--- src/rtl/g7_pkg.sv ---
package g7_pkg;
  // where the dispatched subtype comes from
  typedef enum logic [1:0] {
    SRC_ZERO = 2'd0,
    SRC_MEM  = 2'd1,
    SRC_MAP  = 2'd2
  } sub_src_e;
endpackage

--- src/rtl/g7_pend_bank.sv ---
module g7_pend_bank #(
  parameter int W = 32
) (
  input  logic         clk,
  input  logic         rst,
  input  logic [W-1:0] set_vec,
  input  logic         adv,
  input  logic [W-1:0] clr_vec,
  output logic [W-1:0] pend_q
);
  logic [W-1:0] pre_q;

  always_ff @(posedge clk) begin
    if (rst) begin
      pre_q  <= '0;
      pend_q <= '0;
    end else begin
      pend_q <= (pend_q & ~clr_vec) | (adv ? pre_q : '0);
      pre_q  <= (adv ? '0 : pre_q) | set_vec;
    end
  end
endmodule

--- src/rtl/g7_sub_store.sv ---
module g7_sub_store #(
  parameter int DEPTH = 32,
  parameter int DW    = 36,
  localparam int AW   = $clog2(DEPTH)
) (
  input  logic          clk,
  input  logic          we,
  input  logic [AW-1:0] waddr,
  input  logic [DW-1:0] wdata,
  input  logic          re,
  input  logic [AW-1:0] raddr,
  output logic [DW-1:0] rdata
);
  logic [DW-1:0] mem [DEPTH];

  always_ff @(posedge clk) begin
    if (we) mem[waddr] <= wdata;
  end

  // registered read, old data on a same-address collision
  always_ff @(posedge clk) begin
    if (re) rdata <= mem[raddr];
  end
endmodule

--- src/rtl/g7_pick.sv ---
module g7_pick
  import g7_pkg::*;
#(
  parameter int NF      = 32,
  parameter int NFL     = 3,
  parameter int CON_IDX = 8,
  parameter int TMR_IDX = 4,
  parameter int EXF_IDX = 15,
  parameter int TRB_IDX = 31,
  localparam int NW     = $clog2(NF)
) (
  input  logic [NF-1:0]  pend,
  input  logic [NFL-1:0] fpend,
  input  logic           allow_tmr,
  input  logic           legacy,
  output logic [NW-1:0]  num,
  output logic           flt,
  output logic [NF-1:0]  clr,
  output logic [NFL-1:0] fclr,
  output sub_src_e       src
);
  always_comb begin
    num  = NW'(TRB_IDX);
    flt  = 1'b0;
    clr  = '0;
    fclr = '0;
    src  = SRC_MAP;
    if (pend[CON_IDX]) begin
      num = NW'(CON_IDX);
      clr[CON_IDX] = 1'b1;
      src = SRC_MEM;
    end else if (allow_tmr && pend[TMR_IDX]) begin
      num = NW'(TMR_IDX);
      clr[TMR_IDX] = 1'b1;
      src = SRC_ZERO;
    end else if (pend[EXF_IDX]) begin
      num = NW'(EXF_IDX);
      clr[EXF_IDX] = 1'b1;
      src = SRC_ZERO;
    end else if (legacy) begin
      for (int i = NFL - 1; i >= 0; i--) begin
        if (fpend[i]) begin
          num  = NW'(i + 1);
          flt  = 1'b1;
          fclr = '0;
          fclr[i] = 1'b1;
          src  = SRC_ZERO;
        end
      end
    end
  end
endmodule

--- src/rtl/g7_fault_dispatch.sv ---
module g7_fault_dispatch
  import g7_pkg::*;
#(
  parameter int NUM_FAULTS = 32,
  parameter int SUBW       = 36,
  parameter int NFL        = 3,
  parameter int FCODE_W    = 3,
  parameter int CON_IDX    = 8,
  parameter int TMR_IDX    = 4,
  parameter int EXF_IDX    = 15,
  parameter int TRB_IDX    = 31,
  localparam int NW        = $clog2(NUM_FAULTS)
) (
  input  logic               clk,
  input  logic               rst,
  input  logic               set_req,
  input  logic [NW-1:0]      set_num,
  input  logic [SUBW-1:0]    set_sub,
  input  logic               flt_req,
  input  logic [FCODE_W-1:0] flt_code,
  input  logic               adv,
  input  logic               disp,
  input  logic               allow_tmr,
  input  logic               legacy_mode,
  input  logic               tmr_clr,
  output logic               any_pend,
  output logic               any_pend_no_tmr,
  output logic               disp_valid,
  output logic [NW-1:0]      disp_num,
  output logic               disp_flt,
  output logic [SUBW-1:0]    disp_sub
);
  localparam logic [NUM_FAULTS-1:0] TMR_MASK = NUM_FAULTS'(1) << TMR_IDX;

  logic [NUM_FAULTS-1:0] g7_set, g7_clr, g7_pend, pick_clr;
  logic [NFL-1:0]        fl_set, fl_clr, fl_pend, pick_fclr;
  logic [FCODE_W-1:0]    fl_idx;
  logic [NW-1:0]         pick_num;
  logic                  pick_flt;
  sub_src_e              pick_src, src_q;
  logic [NUM_FAULTS-1:0] map_q;
  logic [SUBW-1:0]       mem_q;

  // one-hot decode of the set requests
  for (genvar g = 0; g < NUM_FAULTS; g++) begin : g_set_dec
    assign g7_set[g] = set_req && (set_num == NW'(g));
  end

  assign fl_idx = flt_code / FCODE_W'(2);
  for (genvar k = 0; k < NFL; k++) begin : g_flt_dec
    assign fl_set[k] = flt_req && (fl_idx == FCODE_W'(k + 1));
  end

  assign g7_clr = (disp ? pick_clr : '0) | (tmr_clr ? TMR_MASK : '0);
  assign fl_clr = disp ? pick_fclr : '0;

  g7_pend_bank #(.W(NUM_FAULTS)) u_g7_bank (
    .clk     (clk),
    .rst     (rst),
    .set_vec (g7_set),
    .adv     (adv),
    .clr_vec (g7_clr),
    .pend_q  (g7_pend)
  );

  g7_pend_bank #(.W(NFL)) u_fl_bank (
    .clk     (clk),
    .rst     (rst),
    .set_vec (fl_set),
    .adv     (adv && legacy_mode),
    .clr_vec (fl_clr),
    .pend_q  (fl_pend)
  );

  g7_sub_store #(.DEPTH(NUM_FAULTS), .DW(SUBW)) u_sub (
    .clk   (clk),
    .we    (set_req),
    .waddr (set_num),
    .wdata (set_sub),
    .re    (disp),
    .raddr (NW'(CON_IDX)),
    .rdata (mem_q)
  );

  g7_pick #(
    .NF(NUM_FAULTS), .NFL(NFL), .CON_IDX(CON_IDX), .TMR_IDX(TMR_IDX),
    .EXF_IDX(EXF_IDX), .TRB_IDX(TRB_IDX)
  ) u_pick (
    .pend      (g7_pend),
    .fpend     (fl_pend),
    .allow_tmr (allow_tmr),
    .legacy    (legacy_mode),
    .num       (pick_num),
    .flt       (pick_flt),
    .clr       (pick_clr),
    .fclr      (pick_fclr),
    .src       (pick_src)
  );

  always_ff @(posedge clk) begin
    if (rst) begin
      disp_valid <= 1'b0;
      disp_num   <= '0;
      disp_flt   <= 1'b0;
      src_q      <= SRC_ZERO;
      map_q      <= '0;
    end else begin
      disp_valid <= disp;
      if (disp) begin
        disp_num <= pick_num;
        disp_flt <= pick_flt;
        src_q    <= pick_src;
        map_q    <= g7_pend;
      end
    end
  end

  always_comb begin
    case (src_q)
      SRC_MEM: disp_sub = mem_q;
      SRC_MAP: disp_sub = SUBW'(map_q);
      default: disp_sub = '0;
    endcase
  end

  assign any_pend        = (|g7_pend) || (legacy_mode && (|fl_pend));
  assign any_pend_no_tmr = (|(g7_pend & ~TMR_MASK)) || (legacy_mode && (|fl_pend));
endmodule

--- config.mk ---
export PLATFORM = sky130hd
export DESIGN_NAME = g7_fault_dispatch
export DESIGN_NICKNAME = d
export VERILOG_FILES = /design/src/rtl/g7_pkg.sv /design/src/rtl/g7_pend_bank.sv /design/src/rtl/g7_sub_store.sv /design/src/rtl/g7_pick.sv /design/src/rtl/g7_fault_dispatch.sv
export SDC_FILE = /design/constraint.sdc
export NUM_CORES = 1
export LEC_CHECK = 0
export CORE_MARGIN = 2
export CORE_UTILIZATION = 40
export CTS_BUF_LIST = sky130_fd_sc_hd__clkbuf_4
export DETAILED_ROUTE_END_ITERATION = 8
export PLACE_DENSITY = 0.62
export SYNTH_ARGS = -nofsm -noshare
export SYNTH_HDL_FRONTEND = slang
export SYNTH_SLANG_ARGS = --single-unit
--- constraint.sdc ---
create_clock -name clk -period 6.5 [get_ports clk]
set_clock_uncertainty 0.05 [all_clocks]
set_input_delay 1.3 -clock clk [delete_from_list [all_inputs] [get_ports clk]]
set_output_delay 1.3 -clock clk [all_outputs]
set_load 0.02 [all_outputs]
# Word level (Yosys, flattened, before mapping)
# Memories as Yosys holds them, arrays and structs flattened. A register that Yosys moved wholly into a read port is not among the register bits.
# Index checks and enable logic that the tools add are counted.
word_totals:
  output_inout_bits: 45
  inputBits: 53
  n_memories: 1
  ff_bits: 111
  mem_bits_rw: 1152
  elab_cells: 143
op_classes:
  bitwise_logic: 9
  eq_ne: 36
  reduce_logical: 44
  n_mux: 44
mem_list:
  columns: ["name", "words", "width", "rd", "rd_clocked_by_memory_dff", "write_ports", "line_no", "rtl"]
  rows:
  - ["u_sub.mem", 32, 36, 1, 1, 1, "g7_sub_store.sv:14", "logic [DW-1:0] mem [DEPTH];"]
ops:
  columns: ["operator", "n"]
  rows:
  - ["$eq A5 B5 Y1 const B", 16]
  - ["$pmux W36 S2", 1]
  - ["$mux W32", 2]
  - ["$or A32 B32 Y32", 2]
  - ["$eq A5 B4 Y1 const B", 8]
  - ["$mux W5", 8]
  - ["$logic_and A1 B1 Y1", 38]
  - ["$and A32 B32 Y32", 1]
  - ["$not A16 Y32", 1]
  - ["$reduce_or A32 Y1", 1]
  - ["$reduce_or A31 Y1", 1]
  - ["$mux W3", 10]
  - ["$eq A5 B3 Y1 const B", 4]
  - ["$mux W16", 1]
  - ["$or A16 B5 Y16", 1]
  - ["$mux W1", 15]
  - ["$mux W2", 7]
  - ["$eq A5 B2 Y1 const B", 2]
  - ["$eq A2 B2 Y1 const B", 3]
  - ["$or A3 B3 Y3", 2]
  - ["$eq A5 B1 Y1 const B", 1]
  - ["$logic_not A5 Y1", 1]
  - ["$eq A2 B1 Y1 const B", 2]
  - ["$and A3 B3 Y3", 1]
  - ["3 further kinds", 4]

# Logic depth before layout (Yosys ltp)
logic_depth:
  ltp_word: 11
  depth_mapped: 6
  ltp_nobuf: 4

# Hierarchy
# A second synthesis with hierarchy kept.
unflattened:
  hier_cells: 3177
  hier_area_um2: 51380.5
by_module_without_submodules:
  columns: ["module", "seq_area_each_um2", "n_inst", "cells_each", "area_per_inst_um2"]
  rows:
  - ["g7_sub_store", 35674.2, 1, 2536, 45949.1]
  - ["g7_fault_dispatch", 820.8, 1, 293, 2483.6]
  - ["g7_pend_bank (u_g7_bank)", 1281.2, 1, 270, 2344.7]
  - ["g7_pick", 0.0, 1, 54, 392.9]
  - ["g7_pend_bank (u_fl_bank)", 120.1, 1, 24, 210.2]

# Least setup slack after synthesis
# OpenSTA, ideal clock, no wires.
synth_path:
  path_type: "input port to flip-flop"
  start: "input set_num[0]"
  end: "memory u_sub.mem[8][0], enable pin"
  path_buffers: 0
  slack_ps: 3411
  setup_ps: 397
  required_ps: 6053
  stages: 2
  arrival_ps: 2642
  path_cell_list: "nor4b_2 and2_1"
synth_lines:
  columns: ["element", "line_no", "rtl"]
  rows:
  - ["start: declaration", "g7_fault_dispatch.sv:17", "input logic [NW-1:0] set_num,"]
  - ["end: declaration", "g7_sub_store.sv:14", null]
# No word-level cell before the write port.

# Final worst setup path
layout_path:
  start: "register src_q[0]"
  end: "output disp_sub[15]"
layout_between:
  elab_chain_len: 2
  elab_cells_between_ends: 3
  classes_between: "eq/ne (2); mux (1)"
layout_rtl:
  columns: ["element", "line_no", "rtl"]
  rows:
  - ["start: declaration", "g7_fault_dispatch.sv:40", "sub_src_e pick_src, src_q;"]
  - ["start signal: assignment", "g7_fault_dispatch.sv:112", "src_q <= pick_src;"]
  - ["$eq A2 B2 Y1 / $eq A2 B1 Y1 (equally long branches)", "g7_fault_dispatch.sv:119", "case (src_q)"]
  - ["$pmux W36 S2 (*)", "g7_fault_dispatch.sv:119", null]
  - ["end: declaration", "g7_fault_dispatch.sv:31", "output logic [SUBW-1:0] disp_sub"]
# Every way passes the cells marked *; elsewhere a longest branch is shown, timed or not.

==> summary.md <==
| Metric | Value |
|---|---|
| Int Pwr | 1.52 mW |
| Worst Setup SP | src_q[0] |
| Clock Power Share | 0.331 |
| DR vias | 4431 |
| Hold WC Path Type | register to register |
| Most frequent cells in the layout | nor2_1, dfxtp_1, clkdlybuf4s50_1 |
| Largest net degree at the start of global routing | 111 |
| R2R Setup Slk | 5.13 ns |
| Synth warnings | 0 |
| Clk_lat worst skew | 0.55 ns |
| WP buf/inv | 2 |
| Lkg Pwr | 2.80 nW |
| Worst Reg-to-Reg Cells | 3 |
| Setup crit end | disp_sub[15] |
| Core Area | 16400 um^2 |
| Fin util | 0.489 |
| Crit. path cell count | 5 |
| CP Capture Type | output pin |
| I/O pins | just under 100 |
| Clk sink count | 181 |
| Mean number of vias per cell | 4.89 |
| Synth Register Bits | around 180 |
| Port bufs | 96 |
| Tot GR Track Use | 0.157 |
| Family with the most delay on the worst path | adder cells |
| Max H-tree Level | 4 |
| Setup_tns | 0 ns |
| Cells along the critical path | inv_1 > ha_1 > a22oi_1 > nor2_1 > clkdlybuf4s50_1 |
| Final setup fails | 0 |
| Post-Route WL | 13.4 mm |
| Layout Cells excl Fill | 906 |
| Slowest-stage cell, CP | ha_1 |
| Post-Synthesis Cells | 593 |
| Total gr overflow | 0 |
| First-pass GRT wire length | 21.6 mm |
| Share of layout cells above drive strength 1 | 0.0628 |
| Sequential area share after synthesis | 0.656 |
| Least-Margin Pin Slew | 1.15 ns |
| Clk slew on worst S/H paths | 0.14 ns |
| Net Count, Synth | 648 |
| DRT Pass-1 Iters | 4 |
| Max_slew headroom | 0.232 |
| Reg-to-reg endpoint | u_fl_bank.pend_q[2] |
| Row count | 47 |
| Crit Path Class | register to output pin |
| EDFF count, synth | 72 |
| Overall power | 1.97 mW |
| Die width | 133 um |
| Fmax | 233 MHz |
| Post-DP HPWL | 8.95 mm |
| Commonest non-fill, non-tap cell in the layout | nor2_1 |
| Worst Path Required | slightly above 5 ns |
| Final period util | 0.660 |
| Drt drc | 0 |
| Clock Path Buffers | 2 |
| Slowest stage delay, CP | 0.87 ns |
| CTS tree | done |
| Switching Share | 0.229 |
| Critical path data arrival time | 2.94 ns |
| Number of max-cap violations | 0 |
| DIE HEIGHT | roughly 130 um |
| Average wire per standard cell | 14.8 um |
| Placed cell count | approximately 870 |
| Ys flop type | dfxtp_1 |
| Synthesized cell area | 6620 um^2 |
| RSZ-0062 raised after global routing | false |
| Initial Util | 0.404 |
| # nets final | 727 |
| Final antenna-violating net count | 0 |
| Ys async rst share | 0 |
| Library cells used by synthesis | 37 |
| Post-cts resize count | 0 |
| Area grow syn2layout | 21.1% |
| Clock root buffer | clkbuf_4 |
| CTS hold repair buffers | 0 |
| Comb pwr share | 0.059 |
| Final Slew Violations | 0 |
| Peak VDD IR | around 0.00011 V |
| Cell Pwr Density | 246 nW/um^2 |
| Final Hold Slack | 0.387 ns |
| CTS Buf Count | 17 |
| Fin crit period | roughly 4.3 ns |
| Synthesized area per cell | 11.2 um^2 |
| FF-to-FF Start | u_fl_bank.pend_q[0] |
| Die area | 17600 um^2 |
| Part of the power in registers | 0.610 |
| Initial antenna violation count | 1 |
| Psw | around 0.45 mW |
| Placer congestion estimate | 0.762 |
| Status | finished, final reports clean |
| Hold Vio Cnt, Final | 0 |
| Critical Path Start Type | register |
| Vias in the first global route | ~4200 |
| CP Max Fanout | 32 |
| Iteration-0 DRC Markers | 268 |
| Setup Buffers After CTS | 0 |
-- cell families (layout without fill, tap and decap cells) --
logic type,Yosys count,in the layout,share of synthesized area
simple gates,216,216,0.159
flops,181,181,0.656
compound gates,118,118,0.106
buf+inv,44,136,0.0270
mux,32,32,0.0484
fa+ha+maj,2,2,0.00378
other cells,0,1,0
-- registers in the layout (all words and copies together) (netlist names) --
| name | count |
|---|---|
| disp_flt | 1 |
| disp_valid | 1 |
| src_q | 1 |
| disp_num | 5 |
| u_fl_bank.pre_q | 3 |
| map_q | 31 |
| u_fl_bank.pend_q | 3 |
| u_g7_bank.pre_q | 32 |
| u_sub.rdata | 36 |
| u_g7_bank.pend_q | 32 |
| u_sub.mem | 36 |
-- worst min path at each step --
stage | startpoint | endpoint | depth (start not counted)
detailed placement | u_sub.mem[8][6] | u_sub.rdata[6] | 0
global route | u_sub.mem[8][7] | u_sub.rdata[7] | 0
global placement | u_sub.mem[8][34] | u_sub.rdata[34] | 0
finish | u_sub.mem[8][6] | u_sub.rdata[6] | 0
CTS | u_sub.mem[8][6] | u_sub.rdata[6] | 0
floorplan | u_sub.mem[8][0] | u_sub.rdata[0] | 0
-- metal layers --
layer | up-vias | routed length (um) | global-route usage
li1 | 2240 | - | -
met1 | 2058 | 6490 | 0.229
met2 | 121 | 5900 | 0.227
met3 | 12 | 882 | 0.0352
met4 | 0 | 141 | 0.0609
met5 | - | 0 | 0
-- power groups by stage --
| stage | clock network [mW] | logic, mW | registers, mW |
|---|---|---|---|
| 2_1_floorplan | 0 | 0.0565 | 1.23 |
| 3_3_place_gp | 0 | 0.116 | 1.23 |
| 3_5_place_dp | 0 | 0.118 | 1.23 |
| 4_1_cts | 0.674 | 0.119 | 1.20 |
| 5_1_grt | 0.713 | 0.129 | 1.20 |
| 6_report | 0.652 | 0.117 | 1.20 |
-- synthesized netlist by cell type (all sizes together) (2+ instances only) --
cell,count,area (um^2)
o21ai,2,10.0
o31ai,2,15.0
and4,3,26.3
and2,7,43.8
a22oi,32,240
nand3b,2,15.0
nand2,7,26.3
nor4,7,43.8
nand3,4,20.0
nor3,3,15.0
mux2i,32,320
nor2,129,484
ha,2,25.0
inv,5,18.8
dfxtp,109,2180
o41ai,2,17.5
nand2b,7,43.8
a21oi,74,370
edfxtp,72,2160
nor2b,36,225
clkbuf,28,105
and4bb,3,37.5
and4b,3,30.0
buf,11,55.1
-- through the flow --
stage / area [um^2] / setup WS [ns]
final: 8020 / 2.21
after CTS: 8020 / 2.15
after global placement: 7710 / 2.39
after floorplan: 6620 / 3.41
after detailed placement: 7710 / 2.40
after global routing: 8020 / 1.90
-- cell type report --
type	instances	area (um^2)
multi-input combinational	368	2100
clock buffer	18	135
inverter	5	18.8
antenna	1	2.50
tap	220	275
sequential	181	4340
timing repair buffer	99	973
clock inverter	14	174
fill	1476	8380
(Power assumes the default switching activity.)
